<file path="src/rtl/rxd_pkg.sv">
package rxd_pkg;
  localparam int WORD_W   = 32;
  localparam int OWN_BIT  = 0;
  localparam int WRAP_BIT = 1;
  localparam int LEN_W    = 14;
  localparam int SOF_BIT  = 14;
  localparam int EOF_BIT  = 15;

  typedef enum logic [2:0] {
    ST_IDLE,
    ST_FETCH,
    ST_WAIT,
    ST_FILL,
    ST_STAT,
    ST_HAND,
    ST_DROP
  } rxd_state_t;
endpackage

</file>
<file path="src/rtl/rxd_ring_ptr.sv">
module rxd_ring_ptr #(
  parameter int AW    = 32,
  parameter int IDX_W = 8
) (
  input  logic          clk,
  input  logic          rst_n,
  input  logic          clear,
  input  logic          advance,
  input  logic          wrap,
  input  logic [AW-1:0] ring_base,
  output logic [AW-1:0] desc_addr
);
  logic [IDX_W-1:0] idx_q;

  always_ff @(posedge clk or negedge rst_n) begin
    if (!rst_n)              idx_q <= '0;
    else if (clear)          idx_q <= '0;
    else if (advance && wrap) idx_q <= '0;
    else if (advance)        idx_q <= idx_q + 1'b1;
  end

  assign desc_addr = ring_base + (AW'(idx_q) << 3);
endmodule

</file>
<file path="src/rtl/rxd_buf_fill.sv">
module rxd_buf_fill #(
  parameter int AW        = 32,
  parameter int BUF_WORDS = 4,
  parameter int LEN_W     = 14
) (
  input  logic             clk,
  input  logic             rst_n,
  input  logic             start,
  input  logic             step,
  input  logic [AW-1:0]    buf_base,
  output logic [AW-1:0]    wr_addr,
  output logic             last_slot,
  output logic [LEN_W-1:0] len_bytes
);
  localparam int CNT_W = $clog2(BUF_WORDS + 1);

  logic [CNT_W-1:0] cnt_q;

  always_ff @(posedge clk or negedge rst_n) begin
    if (!rst_n)     cnt_q <= '0;
    else if (start) cnt_q <= '0;
    else if (step)  cnt_q <= cnt_q + 1'b1;
  end

  assign wr_addr   = buf_base + (AW'(cnt_q) << 2);
  assign last_slot = (cnt_q == CNT_W'(BUF_WORDS - 1));
  assign len_bytes = LEN_W'(cnt_q) << 2;
endmodule

</file>
<file path="src/rtl/rxd_ring_writer.sv">
module rxd_ring_writer
  import rxd_pkg::*;
#(
  parameter int AW        = 32,
  parameter int IDX_W     = 8,
  parameter int BUF_WORDS = 4
) (
  input  logic              clk,
  input  logic              rst_n,
  input  logic              rx_enable,
  input  logic [AW-1:0]     ring_base,
  input  logic              s_valid,
  output logic              s_ready,
  input  logic [WORD_W-1:0] s_data,
  input  logic              s_last,
  output logic              m_req_valid,
  input  logic              m_req_ready,
  output logic              m_req_we,
  output logic [AW-1:0]     m_req_addr,
  output logic [WORD_W-1:0] m_req_wdata,
  input  logic              m_rsp_valid,
  input  logic [WORD_W-1:0] m_rsp_rdata,
  output logic              buf_unavail
);
  rxd_state_t        state_q;
  logic [WORD_W-1:0] addr_word_q;
  logic              sof_q, eof_q, bna_q;

  logic [AW-1:0]     desc_addr, fill_addr, buf_base;
  logic              last_slot;
  logic [LEN_W-1:0]  len_bytes;

  logic word_fire, ptr_clear, ptr_adv, fill_start;

  assign buf_base   = AW'({addr_word_q[WORD_W-1:2], 2'b00});
  assign word_fire  = (state_q == ST_FILL) && s_valid && m_req_ready;
  assign ptr_clear  = (state_q == ST_IDLE) && !rx_enable;
  assign ptr_adv    = (state_q == ST_HAND) && m_req_ready;
  assign fill_start = (state_q == ST_WAIT) && m_rsp_valid;

  rxd_ring_ptr #(.AW(AW), .IDX_W(IDX_W)) ptr_i (
    .clk       (clk),
    .rst_n     (rst_n),
    .clear     (ptr_clear),
    .advance   (ptr_adv),
    .wrap      (addr_word_q[WRAP_BIT]),
    .ring_base (ring_base),
    .desc_addr (desc_addr)
  );

  rxd_buf_fill #(.AW(AW), .BUF_WORDS(BUF_WORDS), .LEN_W(LEN_W)) fill_i (
    .clk       (clk),
    .rst_n     (rst_n),
    .start     (fill_start),
    .step      (word_fire),
    .buf_base  (buf_base),
    .wr_addr   (fill_addr),
    .last_slot (last_slot),
    .len_bytes (len_bytes)
  );

  always_comb begin
    m_req_valid = 1'b0;
    m_req_we    = 1'b0;
    m_req_addr  = desc_addr;
    m_req_wdata = '0;
    case (state_q)
      ST_FETCH: m_req_valid = 1'b1;
      ST_FILL: begin
        m_req_valid = s_valid;
        m_req_we    = 1'b1;
        m_req_addr  = fill_addr;
        m_req_wdata = s_data;
      end
      ST_STAT: begin
        m_req_valid = 1'b1;
        m_req_we    = 1'b1;
        m_req_addr  = desc_addr + AW'(4);
        m_req_wdata = {16'h0000, eof_q, sof_q, len_bytes};
      end
      ST_HAND: begin
        m_req_valid = 1'b1;
        m_req_we    = 1'b1;
        m_req_wdata = addr_word_q | WORD_W'(1);
      end
      default: ;
    endcase
  end

  assign s_ready     = word_fire || (state_q == ST_DROP);
  assign buf_unavail = bna_q;

  always_ff @(posedge clk or negedge rst_n) begin
    if (!rst_n) begin
      state_q     <= ST_IDLE;
      addr_word_q <= '0;
      sof_q       <= 1'b0;
      eof_q       <= 1'b0;
      bna_q       <= 1'b0;
    end else begin
      bna_q <= 1'b0;
      case (state_q)
        ST_IDLE: if (rx_enable && s_valid) begin
          sof_q   <= 1'b1;
          state_q <= ST_FETCH;
        end
        ST_FETCH: if (m_req_ready) state_q <= ST_WAIT;
        ST_WAIT: if (m_rsp_valid) begin
          addr_word_q <= m_rsp_rdata;
          eof_q       <= 1'b0;
          if (m_rsp_rdata[OWN_BIT]) begin
            bna_q   <= 1'b1;
            state_q <= ST_DROP;
          end else begin
            state_q <= ST_FILL;
          end
        end
        ST_FILL: if (word_fire) begin
          if (s_last) begin
            eof_q   <= 1'b1;
            state_q <= ST_STAT;
          end else if (last_slot) begin
            state_q <= ST_STAT;
          end
        end
        ST_STAT: if (m_req_ready) state_q <= ST_HAND;
        ST_HAND: if (m_req_ready) begin
          sof_q   <= 1'b0;
          state_q <= eof_q ? ST_IDLE : ST_FETCH;
        end
        ST_DROP: if (s_valid && s_last) state_q <= ST_IDLE;
        default: state_q <= ST_IDLE;
      endcase
    end
  end
endmodule

</file>
<file path="config.mk">
export PLATFORM = sky130hd
export DESIGN_NAME = rxd_ring_writer
export DESIGN_NICKNAME = d
export VERILOG_FILES = /design/src/rtl/rxd_pkg.sv /design/src/rtl/rxd_ring_ptr.sv /design/src/rtl/rxd_buf_fill.sv /design/src/rtl/rxd_ring_writer.sv
export SDC_FILE = /design/constraint.sdc
export NUM_CORES = 1
export LEC_CHECK = 0
export BUFFER_PORTS_ARGS = -buffer_cell sky130_fd_sc_hd__buf_2
export CAP_MARGIN = 10
export CORE_MARGIN = 3
export CORE_UTILIZATION = 40
export CTS_CLUSTER_SIZE = 25
export DETAILED_ROUTE_END_ITERATION = 12
export GPL_TIMING_DRIVEN = 0
export PLACE_DENSITY = 0.78
export SYNTH_ARGS = -nofsm -noshare
export SYNTH_HDL_FRONTEND = slang
export SYNTH_SLANG_ARGS = --single-unit
</file>
<file path="constraint.sdc">
create_clock -name clk -period 6.3 [get_ports clk]
set_input_delay 0.945 -clock clk [delete_from_list [all_inputs] [get_ports clk]]
set_output_delay 0.945 -clock clk [all_outputs]
set_load 0.02 [all_outputs]
</file>
# --- After elaboration in Yosys (flattened, before gate mapping) ---
# Index checks and enable logic that the tools add are counted.
classes:
  addsub: 5
  eq_ne: 16
  muxes: 31
  reduce_logical: 21
ops:
  columns: ["operator", "count"]
  rows:
  - ["32-bit case mux with 3 select lines", 1]
  - ["32-bit case mux with 2 select lines", 1]
  - ["3-bit two-way mux", 12]
  - ["32-bit by 11-bit adder with 32-bit output", 1]
  - ["32-bit by 3-bit adder with 32-bit output, second input constant", 1]
  - ["32-bit by 5-bit adder with 32-bit output", 1]
  - ["8-bit two-way mux", 3]
  - ["3-bit case mux with 7 select lines", 1]
  - ["2-bit inequality test, second input constant", 6]
  - ["1-bit two-way mux", 10]
  - ["3-bit by 2-bit == test with 1-bit output, second input constant", 3]
  - ["3-bit == test, second input constant", 3]
  - ["8-bit by 1-bit adder with 8-bit output, second input constant", 1]
  - ["1-bit logical AND", 8]
  - ["8-bit AND reduction", 1]
  - ["1-bit case mux with 2 select lines", 3]
  - ["2-bit nonzero test", 3]
  - ["3-bit OR reduction", 2]
  - ["2-bit by 1-bit inequality test with 1-bit output, second input constant", 2]
  - ["4-bit AND reduction", 1]
  - ["3-bit by 1-bit adder with 3-bit output, second input constant", 1]
  - ["3-bit by 1-bit == test with 1-bit output, second input constant", 1]
  - ["3-bit zero test", 1]
  - ["3-bit by 2-bit inequality test with 1-bit output, second input constant", 1]
  - ["other kinds (5)", 5]
word_totals:
  reg_bits: 49
  inputBits: 103
  output_inout_bits: 68
  word_cells: 80

# --- Logic depth before layout (Yosys ltp) ---
# Gate-level depths: netlist (run 1).
depth:
  depth_word: 5
  mapped_depth: 12
  mapped_depth_nobuf: 12

# --- Cells and area by module ---
# From an unflattened synthesis (run 1), not the netlist that was laid out.
hier_totals:
  cells_unflattened: 614
  area_unflattened_um2: 5093.6
modules_own_cells:
  columns: ["module", "instances", "cells_per_inst", "area_per_inst_um2", "seq_area_each_um2"]
  rows:
  - ["rxd_ring_writer", 1, 359, 3086.7, 925.9]
  - ["rxd_ring_ptr", 1, 141, 1122.3, 200.2]
  - ["rxd_buf_fill", 1, 114, 884.6, 75.1]

# --- Worst setup path before layout (run 1) ---
# OpenSTA, ideal clock, no wires.
synth_timing:
  kind: "in2out"
  start: "input ring_base[3]"
  end: "output m_req_addr[29]"
  arrival_time_ps: 4079
  required_ps: 5355
  path_slack_ps: 1276
  path_stages: 12
  n_path_buf: 0
  path_cell_list: "ha_1 -> inv_1 -> fa_1 -> nor2b_1 -> o31ai_4 -> a2111oi_0 -> xnor2_1 -> o311ai_2 -> or4_1 -> nor2_2 -> xnor2_1 -> o21ai_1"
synth_via:
  elab_chain_len: 3
synth_rtl:
  columns: ["item", "line", "source"]
  rows:
  - ["start, declared", "rxd_ring_writer.sv:11", "input logic [AW-1:0] ring_base,"]
  - ["32-bit by 11-bit adder with 32-bit output (*)", "rxd_ring_ptr.sv:22", "assign desc_addr = ring_base + (AW'(idx_q) << 3);"]
  - ["32-bit by 3-bit adder with 32-bit output", "rxd_ring_writer.sv:78", "m_req_addr = desc_addr + AW'(4);"]
  - ["32-bit case mux with 2 select lines (*)", "rxd_ring_writer.sv:67", "case (state_q)"]
  - ["end, declared", "rxd_ring_writer.sv:19", "output logic [AW-1:0] m_req_addr,"]
# Every way passes the cells marked *; elsewhere a longest branch is shown, timed or not.

# --- Final worst setup path (run 1) ---
# Same ends and word-level chain as after synthesis.

==> results of run 1 <==
[worst max-delay path, stage by stage]
cell and delay (ns):
buf_2 0.09, ha_1 0.16, inv_1 0.05, fa_1 0.39, nor2b_1 0.27, o31ai_4 0.16
a2111oi_0 0.80, xnor2_1 0.29, o311ai_2 0.30, or4_1 0.58, nor2_2 0.13, xnor2_1 0.08
o21ai_1 0.16, buf_2 0.19
[flip-flops by register name, summed over array words and instances (netlist names)]
| signal | flops |
|---|---|
| addr_word_q | 31 |
| ptr_i.idx_q | 8 |
| fill_i.cnt_q | 3 |
| state_q | 3 |
| buf_unavail | 1 |
| eof_q | 1 |
| sof_q | 1 |
[final timing paths]
path,startpoint,to,slack [ns],cells after the start
min reg2reg,ptr_i.idx_q[6]$_DFFE_PN0P_,ptr_i.idx_q[6]$_DFFE_PN0P_,0.53,1
min in group asynchronous,rst_n,eof_q$_DFFE_PN0P_,0.85,1
max,ring_base[3],m_req_addr[29],0.75,14
max reg2reg,state_q[0]$_DFFE_PN0P_,addr_word_q[21]$_DFFE_PN0P_,3.91,5
min,ptr_i.idx_q[6]$_DFFE_PN0P_,ptr_i.idx_q[6]$_DFFE_PN0P_,0.53,1
max in group asynchronous,rst_n,addr_word_q[17]$_DFFE_PN0P_,4.79,1
[Yosys cell counts (5+ instances only)]
| library cell | number | area share (%) |
|---|---|---|
| nand4_1 | 16 | 2.0 |
| xor2_1 | 31 | 5.3 |
| clkbuf_1 | 27 | 2.0 |
| and4_1 | 7 | 1.2 |
| o21ai_0 | 27 | 2.7 |
| ha_1 | 15 | 3.7 |
| and3_1 | 9 | 1.1 |
| nor3_1 | 12 | 1.2 |
| nand3_1 | 29 | 2.9 |
| a21oi_1 | 18 | 1.8 |
| inv_1 | 9 | 0.67 |
| nand2_1 | 161 | 12 |
| a22o_1 | 36 | 6.2 |
| nor2_1 | 34 | 2.5 |
| o221ai_1 | 15 | 2.6 |
| a21o_1 | 5 | 0.74 |
| dfrtp_1 | 48 | 24 |
| a22oi_1 | 10 | 1.5 |
| a211oi_1 | 5 | 0.74 |
| nor2b_1 | 5 | 0.62 |
| and2_1 | 5 | 0.62 |
| xnor2_1 | 49 | 8.5 |
[final cells by class]
cell class	count	area (sq um)	area share, %
multi-input combinational	567	3700	59.2
sequential	48	1200	19.2
timing repair buffer	166	831	13.3
tap	168	210	3.36
buffer	32	135	2.16
clock buffer	5	125	2.00
inverter	10	37.5	0.600
clock inverter	2	12.5	0.200
[logic make-up after synthesis]
kind of cell | count (synthesis) | synth area share, %
buffers and inverters | 42 | 3.40
DFF | 48 | 23.7
and+or+nand+nor | 317 | 31.0
muxes | 5 | 1.01
AOI/OAI and AO/OA | 147 | 22.3
adders and majority gates | 17 | 4.49
xor gates and xnor gates | 81 | 14.1
[layout by cell type, fill, tap and decap left out, types with 12 or more instances in the layout]
cell and count:
buf_2 166, nand2_1 161, xnor2_1 49, dfrtp_1 48
a22o_1 36, nor2_1 34, xor2_1 31, nand3_1 29
clkbuf_1 27, o21ai_0 27, a21oi_1 18, nand4_1 16
o221ai_1 15, ha_1 15, nor3_1 12
[report_power, final]
| group | total, mW | switching [mW] | internal, mW |
|---|---|---|---|
| clock network | 0.256 | 0.112 | 0.144 |
| logic | 1.24 | 0.793 | 0.444 |
| registers | 0.595 | 0.173 | 0.422 |
[per-layer routing]
layer  share of wire (%)  routed length, microns  GRT usage [%]  up-vias
li1                    -                       -              -     2724
met1                  45                    7220           31.4     2497
met2                  47                    7620           36.2      200
met3                 5.5                     887           2.73       35
met4                 2.9                     465           7.89        0
met5                   0                       0              0        -
==> out/qor.yml, run 1 <==
grtUsageTotal_pct: 22.6
cts_tree: "built"
antenna_cells: 0
setup_viol: 0
avgSynthCellArea_sq_um: 7.73
final_cell_area_sq_um: 6250
core_area_sq_um: 12200
placed_cell_area_sq_um: 6120
ant_nets: 0
hold_viol: 0
fin_ws_ns: 0.750
period_minus_slack_ns: 5.55
drc: 0
fp-row-count: 40
ctsLongestPathBuffers: 2
dp_slack_ns: 0.766
maxCapViolCount: 0
tightestPinTransition_ns: 1.16
hold_buffers: 0
dp_cells: 991
path_clk_slew_ns: 0.06
synthToLayoutAreaGrowth_pct: 23.2
cp.arrival_ns: 4.61
vias_per_cell: 5.47
wl_microns: 16200
clock_latency_ns: 0.29
num-fill-cells: 1252
crit_type: "in -> out"
grt_antenna_before_repair: 0
syn-num-nets: 777
grt_pass1_vias: 5219
max_slew_margin_pct: 21.9
overflow: 0
max_clock_freq_mhz: 180
synth_ff_type: "dfrtp_1"
hp-class: "reg -> reg"
clockRootBuffer: "clkbuf_16"
cts_buffers: 5
cp.required_ns: 5.35
port-buffer-count: 166
gp_congestion: 0.963
finalCoreUtilization_pct: 51.2
cp-start-kind: "input pin"
htree_levels: 2
num_io_pins: 171
initial_core_util_pct: 41.6
grt_setup_unrepaired: "false"
ys_async_sr_fraction_pct: 100
dr.pass1.iters: 5
post_synth_num_cell_types: 73
clock_skew_ns: 0.00438
dp_hpwl_microns: 13200
finalNonFillerCells: 998
netlist_area_sq_um: 5080
postCtsSetupBuffers: 0
dr.first_iter.drc_count: 519
yosys_warnings: 0
cts_resized: 0
nets: 950
finalSetupTns_ns: 0
die-width_microns: 119
vias: 5456
slew_viol_final: 0
ys_seq_elements: 48
synth-edff-count: 0
ir_drop_uv: 184
holdWs_ns: 0.533
endpoint_kind: "primary output"
total_power_mw: 2.09
final_layout_size_suffix_gt1_share_pct: 24.2
synthCells: 657
grt_max_degree: 49
die_h_microns: 119
outcome: "completed"
grt_pass1_wl_microns: 26400
p_per_area_nw_per_um2: 334
total_leakage_power_nw: 2.85
synth_seq_area_share_pct: 23.7
worstPathMaxFanout: 8
routedWlPerCell_microns: 16.2
dieArea_sq_um: 14100
min_period_over_period_pct: 88.1
cts.sinks: 48
(Power assumes the default switching activity.)
==> run 2, diff against run 1 <==
--- a/config.mk
+++ b/config.mk
@@ -8,11 +8,11 @@
 export BUFFER_PORTS_ARGS = -buffer_cell sky130_fd_sc_hd__buf_2
 export CAP_MARGIN = 10
 export CORE_MARGIN = 3
-export CORE_UTILIZATION = 40
+export CORE_UTILIZATION = 50
 export CTS_CLUSTER_SIZE = 25
 export DETAILED_ROUTE_END_ITERATION = 12
 export GPL_TIMING_DRIVEN = 0
-export PLACE_DENSITY = 0.78
+export PLACE_DENSITY = 0.91
 export SYNTH_ARGS = -nofsm -noshare
 export SYNTH_HDL_FRONTEND = slang
 export SYNTH_SLANG_ARGS = --single-unit
==> run 2 against run 1 <==
  * Cell count down 3.4%
  * Clock skew rose by 0.0064 ns
  * Die area shrank 19%
  * Critical endpoint unchanged
  * Highest routed layer unchanged
==> out/qor.yml, run 2 (same netlist as run 1, synthesis figures left out) <==
clock_latency_ns: 0.31
total_power_mw: 2.06
final_cell_mix: "166 x buf_2, 161 x nand2_1, 49 x xnor2_1, 48 x dfrtp_1, 36 x a22o_1"
path_clk_slew_ns: 0.09
setup_viol: 0
dp_hpwl_microns: 12400
crit_type: "in -> out"
outcome: "completed"
grt_pass1_wl_microns: 25600
clkPwrFrac_pct: 11.0
core_area_sq_um: 9820
htree_levels: 2
ff_latch_area_sq_um: 1200
ant_nets: 0
p_per_area_nw_per_um2: 333
cp.required_ns: 5.35
initial_core_util_pct: 51.7
routedWlPerCell_microns: 16.1
max_slew_margin_pct: 22.6
num-fill-cells: 910
hold_viol: 0
synthToLayoutAreaGrowth_pct: 21.8
dr.pass1.iters: 7
multiInputGateArea_sq_um: 3700
largest_register_ff_count: 31
final_layout_size_suffix_gt1_share_pct: 24.2
seqPwrFrac_pct: 29.1
switching_share_pct: 52.2
grt_pass1_vias: 5234
top_register: "addr_word_q"
final_common_cell: "buf_2"
hp-class: "reg -> reg"
finalSetupTns_ns: 0
slew_viol_final: 0
finalCoreUtilization_pct: 62.9
port-buffer-count: 166
wl_microns: 15500
num_io_pins: 171
gp_congestion: 0.909
antenna_cells: 0
cp.arrival_ns: 4.49
period_minus_slack_ns: 5.44
drc: 0
total_leakage_power_nw: 2.84
clock_skew_ns: 0.0107
internal_power_mw: 0.982
cts_tree: "built"
top_layer: "met4"
cts_resized: 0
holdWs_ns: 0.541
grt_setup_unrepaired: "false"
dieArea_sq_um: 11400
ctsLongestPathBuffers: 2
drt-met1-wl_microns: 6760
hold_buffers: 0
postCtsSetupBuffers: 0
vias_per_cell: 5.73
die_h_microns: 107
path_cells: "buf_2, ha_1, inv_1, fa_1, nor2b_1, o31ai_4, a2111oi_0, xnor2_1, o311ai_2, or4_1, nor2_2, xnor2_1, o21ai_1, buf_2"
clockRootBuffer: "clkbuf_8"
combPwrFrac_pct: 59.9
max_clock_freq_mhz: 184
critPathMaxStageDelay_ns: 0.74
slowest_stage: "a2111oi_0"
reg_top3: "addr_word_q (31), ptr_i.idx_q (8)"
min_period_over_period_pct: 86.3
dr.first_iter.drc_count: 369
ir_drop_uv: 178
tightestPinTransition_ns: 1.14
cts.sinks: 48
endpoint_kind: "primary output"
fp-row-count: 36
grtUsageTotal_pct: 27.3
cts_buffers: 5
cp-start-kind: "input pin"
nets: 950
dr_wl_met2_microns: 7070
worstPathMaxFanout: 8
maxCapViolCount: 0
overflow: 0
switchingPower_mw: 1.07
grt_max_degree: 49
grt_antenna_before_repair: 0
vias: 5522
die-width_microns: 107
wl_met3_microns: 1010
run 2: cell count changes in the layout (fill, tap and decap cells not counted):
cell	delta
clkbuf_16	-5
clkbuf_8	+5
bufinv_16	+1
clkbuf_1	+1
clkinvlp_4	-1
run 2: cell type report:
cell class	count	share of cell area [%]
multi-input combinational	567	59.9
sequential	48	19.4
timing repair buffer	166	13.4
tap	133	2.69
buffer	32	2.19
clock buffer	6	1.17
inverter	10	0.607
clock inverter	2	0.567
run 2: worst paths after layout:
| kind | to | slack [ns] | startpoint | cells after the start |
|---|---|---|---|---|
| setup / recovery | m_req_addr[29] | 0.86 | ring_base[3] | 14 |
| hold / removal | ptr_i.idx_q[6]$_DFFE_PN0P_ | 0.54 | ptr_i.idx_q[6]$_DFFE_PN0P_ | 1 |
| setup reg to reg | addr_word_q[21]$_DFFE_PN0P_ | 3.87 | state_q[0]$_DFFE_PN0P_ | 5 |
| hold reg to reg | ptr_i.idx_q[6]$_DFFE_PN0P_ | 0.54 | ptr_i.idx_q[6]$_DFFE_PN0P_ | 1 |
| max in group asynchronous | addr_word_q[25]$_DFFE_PN0P_ | 4.84 | rst_n | 1 |
| min in group asynchronous | buf_unavail$_DFF_PN0_ | 0.81 | rst_n | 1 |
run 2: critical path, delay by kind of cell:
family / cells / cell delay [ns]
AO/OA/AOI/OAI: 4 / 1.27
AND/OR/NAND/NOR: 3 / 0.99
adder cells (fa/ha/maj): 2 / 0.55
XOR/XNOR: 2 / 0.43
buffers and inverters: 3 / 0.31
run 2: stage by stage:
stage                     cell area, sq um  setup slack (ns)  cells
after global placement                6070             0.954    956
after CTS                             6180             0.905    964
after global routing                  6180             0.594    964
final                                 6180             0.861    964
after detailed placement              6070             0.918    956
after floorplan                       5080              1.28    657
run 2: power groups by stage:
stage	registers, mW	logic (mW)	clock network, mW
3_5_place_dp	0.598	1.21	0
3_3_place_gp	0.592	1.19	0
2_1_floorplan	0.534	0.851	0
6_report	0.599	1.23	0.226
4_1_cts	0.593	1.22	0.228
5_1_grt	0.617	1.35	0.240
run 2: layer usage:
layer | up-vias | GRT usage, %
li1 | 2731 | -
met1 | 2503 | 37.2
met2 | 240 | 42.9
met3 | 48 | 3.79
met4 | 0 | 12.8
met5 | - | 0
